`config.mk`:
```
export PLATFORM = sky130hd
export DESIGN_NAME = attr_regbank
export DESIGN_NICKNAME = d
export VERILOG_FILES = /design/src/rtl/regbank_pkg.sv /design/src/rtl/rb_bit_cell.sv /design/src/rtl/rb_reg_word.sv /design/src/rtl/rb_read_path.sv /design/src/rtl/attr_regbank.sv
export SDC_FILE = /design/constraint.sdc
export NUM_CORES = 1
export LEC_CHECK = 0
export ABC_CLOCK_PERIOD_IN_PS = 3200
export BUFFER_PORTS_ARGS = -buffer_cell sky130_fd_sc_hd__buf_2
export CAP_MARGIN = 40
export CORE_MARGIN = 1.5
export CORE_UTILIZATION = 40
export DETAILED_ROUTE_END_ITERATION = 12
export PLACE_DENSITY = 0.66
export SLEW_MARGIN = 10
export SYNTH_ARGS = -nofsm -noshare
export SYNTH_HDL_FRONTEND = slang
export SYNTH_SLANG_ARGS = --single-unit
```
`constraint.sdc`:
```
create_clock -name clk -period 3.2 [get_ports clk]
set_input_delay 0.8 -clock clk [delete_from_list [all_inputs] [get_ports clk]]
set_output_delay 0.8 -clock clk [all_outputs]
set_load 0.005 [all_outputs]
```
`src/rtl/regbank_pkg.sv`:
```
// Shared access attribute codes for the register bank.
package regbank_pkg;
    typedef enum logic [2:0] {
        ACC_RO   = 3'd0,
        ACC_WO   = 3'd1,
        ACC_RW   = 3'd2,
        ACC_W1C  = 3'd3,
        ACC_ONCE = 3'd4,
        ACC_LOCK = 3'd5
    } acc_t;
endpackage

```
`src/rtl/rb_bit_cell.sv`:
```
// One storage bit whose write behaviour is chosen by ATTR.
// Assumes wr_en is already qualified by address and byte enable.
module rb_bit_cell
    import regbank_pkg::*;
#(
    parameter logic [2:0] ATTR     = ACC_RW,
    parameter logic       RST_VAL  = 1'b0,
    parameter logic       LOCK_VAL = 1'b1
) (
    input  logic clk,
    input  logic rst_n,
    input  logic wr_en,
    input  logic wr_bit,
    input  logic hw_set,
    input  logic hw_val,
    output logic q,
    output logic rd_val
);
    logic frozen;

    // Update the bit according to its attribute.
    always_ff @(posedge clk) begin
        if (!rst_n) begin
            q      <= RST_VAL;
            frozen <= 1'b0;
        end else begin
            case (ATTR)
                ACC_RO:         q <= hw_val;
                ACC_WO, ACC_RW: if (wr_en) q <= wr_bit;
                ACC_W1C: begin
                    if (hw_set)                q <= 1'b1;
                    else if (wr_en && wr_bit)  q <= 1'b0;
                end
                ACC_ONCE: begin
                    if (wr_en && !frozen) begin
                        q      <= wr_bit;
                        frozen <= 1'b1;
                    end
                end
                ACC_LOCK: begin
                    if (wr_en && !frozen) begin
                        q      <= wr_bit;
                        frozen <= (wr_bit == LOCK_VAL);
                    end
                end
                default: q <= q;
            endcase
        end
    end

    // Write-only bits read back as zero.
    assign rd_val = (ATTR == ACC_WO) ? 1'b0 : q;

    generate
        if (ATTR == ACC_RO) begin : g_ro_chk
            AST_RO_TRACKS_HW: assert property (@(posedge clk) disable iff (!rst_n)
                $past(rst_n) |-> q == $past(hw_val));
        end
        if (ATTR == ACC_W1C) begin : g_w1c_chk
            AST_SET_WINS: assert property (@(posedge clk) disable iff (!rst_n)
                hw_set |=> q);
            AST_W1C_CLEARS: assert property (@(posedge clk) disable iff (!rst_n)
                (wr_en && wr_bit && !hw_set) |=> !q);
        end
        if (ATTR == ACC_ONCE) begin : g_once_chk
            AST_ONCE_TAKES: assert property (@(posedge clk) disable iff (!rst_n)
                (wr_en && !frozen) |=> q == $past(wr_bit));
            AST_ONCE_FROZEN: assert property (@(posedge clk) disable iff (!rst_n)
                frozen |=> $stable(q));
        end
        if (ATTR == ACC_LOCK) begin : g_lock_chk
            AST_LOCK_FROZEN: assert property (@(posedge clk) disable iff (!rst_n)
                frozen |=> $stable(q));
            AST_LOCK_TAKES: assert property (@(posedge clk) disable iff (!rst_n)
                (wr_en && !frozen) |=> q == $past(wr_bit));
        end
    endgenerate
endmodule

```
`src/rtl/rb_reg_word.sv`:
```
// One register word built from per-bit cells; byte enables gate writes.
// Assumes DATA_W is a multiple of 8.
module rb_reg_word #(
    parameter int                    DATA_W = 16,
    parameter logic [DATA_W*3-1:0]   ATTRS  = '0,
    parameter logic [DATA_W-1:0]     RSTS   = '0,
    parameter logic [DATA_W-1:0]     LOCKS  = '1,
    localparam int                   NBYTES = DATA_W / 8
) (
    input  logic              clk,
    input  logic              rst_n,
    input  logic [NBYTES-1:0] wr_be,
    input  logic [DATA_W-1:0] wdata,
    input  logic [DATA_W-1:0] hw_set,
    input  logic [DATA_W-1:0] hw_val,
    output logic [DATA_W-1:0] q,
    output logic [DATA_W-1:0] rd_val
);
    generate
        for (genvar b = 0; b < DATA_W; b++) begin : g_bit
            rb_bit_cell #(
                .ATTR     (ATTRS[b*3 +: 3]),
                .RST_VAL  (RSTS[b]),
                .LOCK_VAL (LOCKS[b])
            ) i_cell (
                .clk    (clk),
                .rst_n  (rst_n),
                .wr_en  (wr_be[b/8]),
                .wr_bit (wdata[b]),
                .hw_set (hw_set[b]),
                .hw_val (hw_val[b]),
                .q      (q[b]),
                .rd_val (rd_val[b])
            );
        end
    endgenerate
endmodule

```
`src/rtl/rb_read_path.sv`:
```
// Registered read mux: selects a word by address, redirects the split
// address to its shadow word, returns zero for unmapped or idle cycles.
module rb_read_path #(
    parameter int DATA_W       = 16,
    parameter int NUM_WORDS    = 4,
    parameter int ADDR_W       = 2,
    parameter int MAPPED_ADDRS = 3,
    parameter int SPLIT_ADDR   = 2,
    parameter int SHADOW_IDX   = 3,
    localparam int IDX_W       = (NUM_WORDS > 1) ? $clog2(NUM_WORDS) : 1
) (
    input  logic                                clk,
    input  logic                                rst_n,
    input  logic                                rd_en,
    input  logic [ADDR_W-1:0]                   rd_addr,
    input  logic [NUM_WORDS-1:0][DATA_W-1:0]    words,
    output logic [DATA_W-1:0]                   rdata
);
    logic [IDX_W-1:0] sel_idx;
    logic             hit;

    // Decode the address into a word index and a mapped flag.
    always_comb begin
        sel_idx = (rd_addr == ADDR_W'(SPLIT_ADDR)) ? IDX_W'(SHADOW_IDX) : IDX_W'(rd_addr);
        hit     = (32'(rd_addr) < MAPPED_ADDRS);
    end

    // Capture the selected word one cycle after the read strobe.
    always_ff @(posedge clk) begin
        if (!rst_n)              rdata <= '0;
        else if (rd_en && hit)   rdata <= words[sel_idx];
        else                     rdata <= '0;
    end

    AST_IDLE_ZERO: assert property (@(posedge clk) disable iff (!rst_n)
        !rd_en |=> rdata == '0);
    AST_UNMAPPED_READ_ZERO: assert property (@(posedge clk) disable iff (!rst_n)
        (rd_en && 32'(rd_addr) >= MAPPED_ADDRS) |=> rdata == '0);
endmodule

```
`src/rtl/attr_regbank.sv`:
```
// Register bank top: write decode per word, word storage, registered read.
// Assumes one bus access per cycle; address SPLIT_ADDR writes its own word
// and reads word SHADOW_IDX, which no address can write.
module attr_regbank
    import regbank_pkg::*;
#(
    parameter int DATA_W       = 16,
    parameter int NUM_WORDS    = 4,
    parameter int ADDR_W       = 2,
    parameter int MAPPED_ADDRS = 3,
    parameter int SPLIT_ADDR   = 2,
    parameter int SHADOW_IDX   = 3,
    parameter logic [NUM_WORDS*DATA_W*3-1:0] ATTR_MAP = {
        {16{ACC_RO}}, {16{ACC_WO}},
        {8{ACC_LOCK}}, {8{ACC_ONCE}},
        {8{ACC_W1C}}, {8{ACC_RW}}},
    parameter logic [NUM_WORDS*DATA_W-1:0] RESET_MAP = 64'h0000_0000_0000_00A5,
    parameter logic [NUM_WORDS*DATA_W-1:0] LOCK_MAP  = '1,
    localparam int NBYTES = DATA_W / 8
) (
    input  logic                          clk,
    input  logic                          rst_n,
    input  logic [ADDR_W-1:0]             bus_addr,
    input  logic                          bus_wr,
    input  logic [DATA_W-1:0]             bus_wdata,
    input  logic [NBYTES-1:0]             bus_be,
    input  logic                          bus_rd,
    output logic [DATA_W-1:0]             bus_rdata,
    input  logic [DATA_W-1:0]             hw_set,
    input  logic [DATA_W-1:0]             hw_stat,
    output logic [NUM_WORDS*DATA_W-1:0]   ctrl_q
);
    logic [NUM_WORDS-1:0][NBYTES-1:0] word_be;
    logic [NUM_WORDS-1:0][DATA_W-1:0] word_q;
    logic [NUM_WORDS-1:0][DATA_W-1:0] word_rd;

    generate
        for (genvar w = 0; w < NUM_WORDS; w++) begin : g_word
            if (w < MAPPED_ADDRS) begin : g_wr
                // Route byte enables to the addressed word only.
                assign word_be[w] = (bus_wr && bus_addr == ADDR_W'(w)) ? bus_be : '0;
            end else begin : g_nowr
                assign word_be[w] = '0;
            end
            rb_reg_word #(
                .DATA_W (DATA_W),
                .ATTRS  (ATTR_MAP[w*DATA_W*3 +: DATA_W*3]),
                .RSTS   (RESET_MAP[w*DATA_W +: DATA_W]),
                .LOCKS  (LOCK_MAP[w*DATA_W +: DATA_W])
            ) i_word (
                .clk    (clk),
                .rst_n  (rst_n),
                .wr_be  (word_be[w]),
                .wdata  (bus_wdata),
                .hw_set (hw_set),
                .hw_val (hw_stat),
                .q      (word_q[w]),
                .rd_val (word_rd[w])
            );
        end
    endgenerate

    rb_read_path #(
        .DATA_W       (DATA_W),
        .NUM_WORDS    (NUM_WORDS),
        .ADDR_W       (ADDR_W),
        .MAPPED_ADDRS (MAPPED_ADDRS),
        .SPLIT_ADDR   (SPLIT_ADDR),
        .SHADOW_IDX   (SHADOW_IDX)
    ) i_read (
        .clk     (clk),
        .rst_n   (rst_n),
        .rd_en   (bus_rd),
        .rd_addr (bus_addr),
        .words   (word_rd),
        .rdata   (bus_rdata)
    );

    assign ctrl_q = word_q;

    AST_UNMAPPED_WRITE_DROP: assert property (@(posedge clk) disable iff (!rst_n)
        (bus_wr && 32'(bus_addr) >= MAPPED_ADDRS) |=> $stable(word_q[MAPPED_ADDRS-1:1]));
    AST_SPLIT_WRITE: assert property (@(posedge clk) disable iff (!rst_n)
        (bus_wr && bus_addr == ADDR_W'(SPLIT_ADDR) && bus_be == '1)
        |=> word_q[SPLIT_ADDR] == $past(bus_wdata));
endmodule

```
==> flow_metrics.env, run 1 <==
export IMPL_hold_path_class="register to register"
export IMPL_vias_per_cell=4.60
export IMPL_relSlewSlack=0.525
export IMPL_period_share=0.612
export IMPL_die_area_um2=10200
export IMPL_leakage_nw=1.93
export IMPL_drtPass1Iterations=4
export IMPL_nets=496
export IMPL_ys_ff_latch=88
export IMPL_numCtsBuffers=9
export IMPL_max_freq_ghz=0.511
export IMPL_antenna_found_initial=0
export IMPL_startpoint_type="input pin"
export IMPL_placed_cell_area_um2=4010
export IMPL_rrSetupSlack_ns=2.28
export IMPL_drt_iter0_drc=24
export IMPL_layout_common_cells="buf_2 (127), dfxtp_1 (88), nand2_1 (46)"
export IMPL_grt_max_degree=36
export IMPL_ant_nets=0
export IMPL_hpwlAfterDp_um=5800
export IMPL_fin_crit_ns=1.96
export IMPL_stdcell_area_um2=4190
export IMPL_first_global_vias=2581
export IMPL_synth_cell_types=27
export IMPL_fin_skew_ns=0.00802
export IMPL_antenna_cells=0
export IMPL_drive_above_1_share=0.382
export IMPL_worstPathMaxFanout=26
export IMPL_clkLatencyLatePin_ns=0.35
export IMPL_whs_path_depth=2
export IMPL_synthCells=387
export IMPL_htree_levels=3
export IMPL_critical_path_class="input pin to register"
export IMPL_die_w_um=101
export IMPL_arrival_ns=2.17
export IMPL_tightest_slew_ns=0.712
export IMPL_core_rowCount=35
export IMPL_clock_path_buffers=2
export IMPL_cts_resized=0
export IMPL_ys_warn_count=0
export IMPL_path_clk_slew_ns=0.08
export IMPL_worst_setup_path_end_kind="register"
export IMPL_synthesis_nets=443
export IMPL_grt_overflow_total=0
export IMPL_io_pins=136
export IMPL_core_um2=9280
export IMPL_drc=0
export IMPL_final_common_cell="buf_2"
export IMPL_reg2regPathDepth=3
export IMPL_post_cts_buffers=0
export IMPL_finalWeightedCongestion=0.748
export IMPL_die_h_um=101
export IMPL_ir_worst_vdd_v=0.000258
export IMPL_grt_pass1_wl_um=12500
export IMPL_cap_violations=0
export IMPL_cts_tree="yes"
export IMPL_rr_endpoint="i_read.rdata[6]"
export IMPL_syn_avg_cell_area_um2=9.92
export IMPL_num_vias=2641
export IMPL_wl_um=8060
export IMPL_hold_viol=0
export IMPL_yosysSeqAreaShare=0.459
export IMPL_powerDensity_nw_per_um2=490
export IMPL_synth_area_um2=3840
export IMPL_areaGrowthSynthToFinish_pct=9.13
export IMPL_total_power_mw=2.05
export IMPL_rsz0062_at_grt="no"
export IMPL_slew_viol_final=0
export IMPL_port_buffers=127
export IMPL_cp_required_ns=3.41
export IMPL_cts_hold_buf=0
export IMPL_final_util=0.451
export IMPL_min_delay_start="g_word[2].i_word.g_bit[0].i_cell.q"
export IMPL_start_util=0.413
export IMPL_ctsRootBufferMaster="clkbuf_8"
export IMPL_hold_end="g_word[2].i_word.g_bit[0].i_cell.q"
export IMPL_tns_ns=0
export IMPL_outcome="completed"
export IMPL_wire_per_inst_um=14.0
export IMPL_setup_viol=0
export IMPL_grt_usage=0.163
export IMPL_cts_sinks=88
export IMPL_crit_reg2reg_launch="g_word[1].i_word.g_bit[6].i_cell.q"
## metrics by stage
step,hold slack (ns),worst slack [ns],std cells
2_1_floorplan,0.435,1.50,387
3_3_place_gp,0.447,0.850,558
3_5_place_dp,0.455,0.849,558
4_1_cts,0.469,1.23,574
5_1_grt,0.487,1.14,574
6_report,0.461,1.24,574
## synthesized netlist by cell type (all sizes together)
cell / number / share of area
buf: 78 / 0.15
nor2: 16 / 0.016
clkbuf: 9 / 0.014
o21a: 8 / 0.016
and4bb: 1 / 0.0033
mux2: 16 / 0.047
o21ai: 8 / 0.010
a21oi: 8 / 0.010
mux2i: 24 / 0.063
dfxtp: 88 / 0.46
o211ai: 8 / 0.016
and4b: 4 / 0.012
nand3: 1 / 0.0046
nand4b: 3 / 0.014
inv: 8 / 0.0078
nor2b: 12 / 0.020
nand2: 46 / 0.045
a21boi: 16 / 0.031
o31ai: 8 / 0.016
nor3: 1 / 0.0042
and2: 16 / 0.026
a31oi: 8 / 0.013
## cell families after synthesis
group,Yosys count,synth area share
buffers and inverters,95,0.175
multiplexers,40,0.110
flip-flops,88,0.459
AO/OA/AOI/OAI,64,0.112
AND/OR/NAND/NOR,100,0.144
## how the worst max path moves through the flow
stage	startpoint	end	cells past startpoint
after floorplan	bus_addr[0]	g_word[0].i_word.g_bit[0].i_cell.q	5
after global placement	bus_addr[1]	g_word[0].i_word.g_bit[5].i_cell.q	4
after detailed placement	bus_addr[1]	g_word[0].i_word.g_bit[5].i_cell.q	4
after CTS	bus_addr[1]	g_word[0].i_word.g_bit[7].i_cell.q	4
after global routing	bus_addr[1]	g_word[0].i_word.g_bit[7].i_cell.q	4
final	bus_addr[1]	g_word[0].i_word.g_bit[5].i_cell.q	4
## critical path: stages
cell	delay (ns)
buf_2	0.32
and4bb_1	0.72
mux2i_1	0.24
nand2_1	0.07
## layer usage
metal  vias to the layer above  GRT usage  part of all wire
met5                         -          0                 0
met4                         0     0.0449            0.0079
met3                         5     0.0673             0.081
li1                       1333          -                 -
met2                        90      0.294              0.50
met1                      1213      0.176              0.41
## sequential cells by signal, summed over array words and instances (netlist names)
signal and count:
g_word.i_word.g_bit.i_cell.frozen 15, g_word.i_word.g_bit.i_cell.q 57, i_read.rdata 16
## cell type report
type | instances | area (um^2)
fillers | 946 | 5100
clock inverters | 6 | 42.5
flip-flops and latches | 88 | 1760
well taps | 129 | 161
clock buffers | 10 | 138
repair buffers | 129 | 651
inverters | 8 | 30.0
multi-input cells | 204 | 1400
## power breakdown
| part | internal (mW) | switching [mW] | total (mW) |
|---|---|---|---|
| Clock | 0.306 | 0.398 | 0.705 |
| Sequential | 1.13 | 0.0210 | 1.15 |
| Combinational | 0.0949 | 0.0992 | 0.194 |
| Total | 1.53 | 0.519 | 2.05 |
Note: power is estimated with default switching activity, not from simulation.
==> run 2, diff against run 1 <==
Settings changed: ABC_AREA set to 1, ABC_CLOCK_PERIOD_IN_PS 3200 to 1650, PLACE_DENSITY 0.66 to 0.69.
Clock period 3.2 ns to 1.65 ns, I/O delays scaled along.
==> flow_metrics.env, run 2 <==
export IMPL_cp_required_ns=1.24
export IMPL_core_rowCount=35
export IMPL_antenna_cells=0
export IMPL_yosysSeqAreaShare=0.464
export IMPL_powerDensity_nw_per_um2=965
export IMPL_synth_area_leaders="dfxtp_1 (46%), buf_4 (13%), nand2_1 (12%)"
export IMPL_worstPathMaxFanout=3
export IMPL_largest_register_ffs=57
export IMPL_setup_viol=0
export IMPL_max_freq_ghz=0.768
export IMPL_fin_ws_ns=0.348
export IMPL_critPathTopFamily="flip-flops"
export IMPL_leakage_nw=2.26
export IMPL_first_global_vias=2977
export IMPL_cap_violations=0
export IMPL_crit_reg2reg_launch="g_word[0].i_word.g_bit[3].i_cell.q"
export IMPL_syn_avg_cell_area_um2=7.70
export IMPL_reg_top3="g_word.i_word.g_bit.i_cell.q: 57 flops, i_read.rdata: 16 flops, g_word.i_word.g_bit.i_cell.frozen: 15 flops"
export IMPL_clock_path_buffers=2
export IMPL_die_w_um=100
export IMPL_areaGrowthSynthToFinish_pct=13.0
export IMPL_relSlewSlack=0.786
export IMPL_wire_per_inst_um=13.2
export IMPL_hold_viol=0
export IMPL_ctsRootBufferMaster="clkbuf_8"
export IMPL_die_h_um=100
export IMPL_crit_start="g_word[1].i_word.g_bit[6].i_cell.q"
export IMPL_synthesis_nets=549
export IMPL_port_buffers=127
export IMPL_synth_top_area_cell="dfxtp_1"
export IMPL_ant_nets=0
export IMPL_switching_power_mw=1.02
export IMPL_slew_viol_final=0
export IMPL_layout_common_cells="buf_2 (127), nand2_1 (124), dfxtp_1 (88)"
export IMPL_post_cts_buffers=0
export IMPL_critical_path_class="register to output pin"
export IMPL_synth_top_area_share=0.464
export IMPL_synth_most_common_cell="nand2_1"
export IMPL_grt_overflow_total=0
export IMPL_cp_slowest_cell="dfxtp_1"
export IMPL_synth_ff_type="dfxtp_1"
export IMPL_cts_tree="yes"
export IMPL_htree_levels=3
export IMPL_drtPass1Iterations=5
export IMPL_final_common_cell="buf_2"
export IMPL_outcome="completed"
export IMPL_fin_crit_ns=1.30
export IMPL_grt_usage=0.184
export IMPL_arrival_ns=0.89
export IMPL_start_util=0.413
export IMPL_comb_power_share=0.100
export IMPL_ys_ff_latch=88
export IMPL_synth_cell_types=21
export IMPL_vias_per_cell=4.65
export IMPL_drc=0
export IMPL_numCtsBuffers=9
export IMPL_synth_edf_count=0
export IMPL_tightest_slew_ns=0.321
export IMPL_rrSetupSlack_ns=0.90
export IMPL_worst_setup_path_end_kind="output pin"
export IMPL_hpwlAfterDp_um=6810
export IMPL_fin_skew_ns=0.00779
export IMPL_path_clk_slew_ns=0.09
export IMPL_nets=616
export IMPL_synthCells=493
export IMPL_antenna_found_initial=0
export IMPL_grt_pass1_wl_um=14400
export IMPL_drt_iter0_drc=124
export IMPL_min_delay_start="hw_stat[3]"
export IMPL_synth_area_um2=3790
export IMPL_critPathMaxStageDelay_ns=0.41
export IMPL_io_pins=136
export IMPL_wl_um=8900
export IMPL_num_vias=3146
export IMPL_p_seq_frac=0.543
export IMPL_finalWeightedCongestion=0.824
export IMPL_p_clk_frac=0.357
export IMPL_cts_hold_buf=0
export IMPL_ir_worst_vdd_v=0.000425
export IMPL_startpoint_type="register"
export IMPL_die_area_um2=10100
export IMPL_n_fill_cell=943
export IMPL_top_register="g_word.i_word.g_bit.i_cell.q"
export IMPL_async_flop_share=0
export IMPL_cts_resized=0
export IMPL_hold_path_class="input pin to register"
export IMPL_intPower_mw=3.11
export IMPL_cts_sinks=88
export IMPL_grt_max_degree=25
export IMPL_path_cells="buf_2"
export IMPL_clkLatencyLatePin_ns=0.34
export IMPL_ys_warn_count=0
export IMPL_switching_share=0.247
export IMPL_crit_buf_inv=1
export IMPL_synth_commonest_cells="nand2_1 (124), dfxtp_1 (88), inv_1 (75)"
export IMPL_place_ws_ns=0.161
export IMPL_drive_above_1_share=0.290
export IMPL_period_share=0.789
export IMPL_tns_ns=0
export IMPL_rsz0062_at_grt="no"
export IMPL_core_um2=9200
[run 2: cell count changes in the layout (fill, tap and decap cells not counted), sizes merged, moves of 11 or more]
cell	delta
nand2	+80
inv	+65
a21oi	+45
nand3	+29
mux2i	-24
a21boi	-16
and2	-16
mux2	-16
nor2b	-12
buf	+11
[run 2: layer usage]
| layer | track usage | vias to the layer above | part of all wire |
|---|---|---|---|
| met1 | 0.234 | 1428 | 0.45 |
| met5 | 0 | - | 0 |
| met3 | 0.0279 | 17 | 0.057 |
| li1 | - | 1595 | - |
| met4 | 0.0953 | 0 | 0.027 |
| met2 | 0.300 | 106 | 0.46 |
[run 2: cells by family after synthesis]
| logic type | share of synthesized area |
|---|---|
| flops | 0.464 |
| buf+inv | 0.231 |
| compound gates | 0.103 |
| simple gates | 0.202 |
[run 2: worst paths after layout]
| kind | cells after the start | end |
|---|---|---|
| setup / recovery | 1 | ctrl_q[22] |
| hold / removal | 3 | g_word[3].i_word.g_bit[3].i_cell.q |
| setup reg to reg | 4 | i_read.rdata[3] |
| hold reg to reg | 2 | g_word[2].i_word.g_bit[13].i_cell.q |
[run 2: power groups by stage]
stage          Clock (mW)  Sequential (mW)  Combinational (mW)
3_5_place_dp            0             2.29               0.415
3_3_place_gp            0             2.29               0.407
2_1_floorplan           0             2.28               0.296
6_report             1.48             2.24               0.414
4_1_cts              1.53             2.24               0.416
5_1_grt              1.62             2.25               0.467
[run 2: worst reg2reg max path, cell delays in order (launching register included)]
cell and delay (ns):
dfxtp_1 0.37, inv_1 0.05, o211ai_1 0.16, nand2_1 0.07, inv_1 0.05
[run 2: cell type report]
type,instances,area [um^2],share of cell area
timing repair buffer,140,746,0.174
tap,111,139,0.0324
clock buffer,11,141,0.0330
multi-input combinational,245,1160,0.270
inverter,76,285,0.0666
sequential,88,1760,0.411
clock inverter,5,56.3,0.0131
[run 2: per-stage QoR]
stage | cells | utilization | power, mW | cell area, um^2 | hold WS (ns)
2_1_floorplan | 493 | - | 2.58 | 3790 | 0.441
3_3_place_gp | 660 | 0.444 | 2.70 | 4090 | 0.449
3_5_place_dp | 660 | 0.444 | 2.71 | 4090 | 0.453
4_1_cts | 676 | 0.466 | 4.19 | 4290 | 0.225
5_1_grt | 676 | 0.466 | 4.35 | 4290 | 0.229
6_report | 676 | 0.466 | 4.13 | 4290 | 0.248
==> run 3, diff against run 2 <==
Settings changed: ABC_CLOCK_PERIOD_IN_PS 1650 to 1300, PLACE_DENSITY 0.69 to 0.67.
Clock period 1.65 ns to 1.3 ns, I/O delays scaled along.
==> flow_metrics.env, run 3 (same netlist as run 2, synthesis figures left out) <==
export IMPL_nets=621
export IMPL_first_global_vias=2966
export IMPL_ant_nets=0
export IMPL_leakage_nw=2.30
export IMPL_hold_viol=0
export IMPL_drc=0
export IMPL_cts_sinks=88
export IMPL_cp_required_ns=0.98
export IMPL_cp_slowest_cell="dfxtp_1"
export IMPL_total_power_mw=5.31
export IMPL_areaGrowthSynthToFinish_pct=14.4
export IMPL_arrival_ns=0.88
export IMPL_cts_resized=0
export IMPL_io_pins=136
export IMPL_die_area_um2=10100
export IMPL_layout_common_cells="buf_2 (127), nand2_1 (124), dfxtp_1 (88)"
export IMPL_ir_worst_vdd_v=0.000576
export IMPL_wire_per_inst_um=13.1
export IMPL_top_register="g_word.i_word.g_bit.i_cell.q"
export IMPL_port_buffers=127
export IMPL_start_util=0.413
export IMPL_rr_endpoint="i_read.rdata[3]"
export IMPL_crit_reg2reg_launch="g_word[0].i_word.g_bit[3].i_cell.q"
export IMPL_fin_crit_ns=1.20
export IMPL_p_seq_frac=0.536
export IMPL_reg2regPathDepth=4
export IMPL_cap_violations=0
export IMPL_die_w_um=100
export IMPL_clkLatencyLatePin_ns=0.34
export IMPL_tightest_slew_ns=0.308
export IMPL_numCtsBuffers=9
export IMPL_die_h_um=100
export IMPL_reg_top3="g_word.i_word.g_bit.i_cell.q: 57 flops, i_read.rdata: 16 flops, g_word.i_word.g_bit.i_cell.frozen: 15 flops"
export IMPL_cts_tree="yes"
export IMPL_finalWeightedCongestion=0.822
export IMPL_stdcell_area_um2=4340
export IMPL_hpwlAfterDp_um=6760
export IMPL_post_cts_buffers=0
export IMPL_rrSetupSlack_ns=0.52
export IMPL_critical_path_class="register to output pin"
export IMPL_ctsRootBufferMaster="clkbuf_8"
export IMPL_grt_max_degree=45
export IMPL_switching_share=0.253
export IMPL_crit_start="g_word[0].i_word.g_bit[8].i_cell.q"
export IMPL_startpoint_type="register"
export IMPL_worst_setup_path_end_kind="output pin"
export IMPL_slew_viol_final=0
export IMPL_rsz0062_at_grt="no"
export IMPL_num_vias=3110
export IMPL_max_freq_ghz=0.831
export IMPL_core_rowCount=35
export IMPL_final_common_cell="buf_2"
export IMPL_period_share=0.925
export IMPL_path_clk_slew_ns=0.09
export IMPL_min_delay_start="hw_stat[5]"
export IMPL_place_ws_ns=-0.0134
export IMPL_critPathMaxStageDelay_ns=0.40
export IMPL_setup_viol=0
export IMPL_placed_cell_area_um2=4140
export IMPL_intPower_mw=3.97
export IMPL_critPathTopFamily="flip-flops"
export IMPL_outcome="completed"
export IMPL_fin_ws_ns=0.0973
export IMPL_drt_iter0_drc=178
export IMPL_htree_levels=3
export IMPL_fin_skew_ns=0.00811
export IMPL_drtPass1Iterations=4
export IMPL_grt_overflow_total=0
export IMPL_antenna_found_initial=0
export IMPL_grt_pass1_wl_um=14200
export IMPL_comb_power_share=0.101
export IMPL_drive_above_1_share=0.298
export IMPL_grt_usage=0.177
export IMPL_cp_num_cells=1
export IMPL_crit_buf_inv=1
export IMPL_vias_per_cell=4.57
export IMPL_clock_path_buffers=2
export IMPL_worstPathMaxFanout=3
export IMPL_p_clk_frac=0.363
export IMPL_hold_path_class="input pin to register"
export IMPL_switching_power_mw=1.34
export IMPL_largest_register_ffs=57
export IMPL_cts_hold_buf=0
export IMPL_endpoint="ctrl_q[8]"
export IMPL_path_cells="buf_2"
export IMPL_antenna_cells=0
export IMPL_wl_um=8890
export IMPL_n_fill_cell=927
export IMPL_relSlewSlack=0.794
export IMPL_powerDensity_nw_per_um2=1220
export IMPL_core_um2=9200
[run 3: cell count changes in the layout (fill, tap and decap cells not counted)]
cell	previous run	this run
clkbuf_1	1	0
buf_4	12	16
clkinv_4	1	2
buf_12	1	2
clkinvlp_4	1	0
inv_6	0	1
[run 3: cell type report]
class | count | area (um^2) | share of cell area
sequential | 88 | 1760 | 0.406
multi-input combinational | 245 | 1160 | 0.266
timing repair buffer | 145 | 796 | 0.183
inverter | 76 | 285 | 0.0657
tap | 111 | 139 | 0.0320
clock buffer | 10 | 138 | 0.0317
clock inverter | 6 | 66.3 | 0.0153
[run 3: per-layer routing]
layer  vias up  GRT usage  share of wire
li1       1611          -              -
met3        14     0.0383          0.053
met1      1397      0.232           0.48
met5         -          0              0
met2        88      0.290           0.45
met4         0     0.0618          0.020
[run 3: per-stage QoR]
step	cells	hold WS (ns)	TNS (ns)	util
2_1_floorplan	493	0.423	0	-
6_report	681	0.153	0	0.472
3_3_place_gp	665	0.449	-0.0161	0.450
5_1_grt	681	0.143	0	0.472
4_1_cts	681	0.140	0	0.472
3_5_place_dp	665	0.454	-0.0456	0.450
[run 3: how the worst min path moves through the flow]
stage,cells past startpoint,slack [ns],endpoint
3_5_place_dp,2,0.45,g_word[2].i_word.g_bit[6].i_cell.q
5_1_grt,3,0.14,g_word[3].i_word.g_bit[5].i_cell.q
4_1_cts,3,0.14,g_word[3].i_word.g_bit[5].i_cell.q
6_report,3,0.15,g_word[3].i_word.g_bit[5].i_cell.q
2_1_floorplan,2,0.42,g_word[3].i_word.g_bit[0].i_cell.q
3_3_place_gp,2,0.45,g_word[2].i_word.g_bit[13].i_cell.q
[run 3: power groups by stage]
stage,sequential [mW],combinational (mW),clock (mW)
2_1_floorplan,2.90,0.376,0
3_3_place_gp,2.91,0.531,0
3_5_place_dp,2.91,0.542,0
4_1_cts,2.85,0.544,1.96
5_1_grt,2.86,0.608,2.06
6_report,2.85,0.539,1.93
[run 3: worst min-delay path: stages]
cell and delay, ns:
buf_2 0.07, nand2_1 0.04, inv_1 0.04
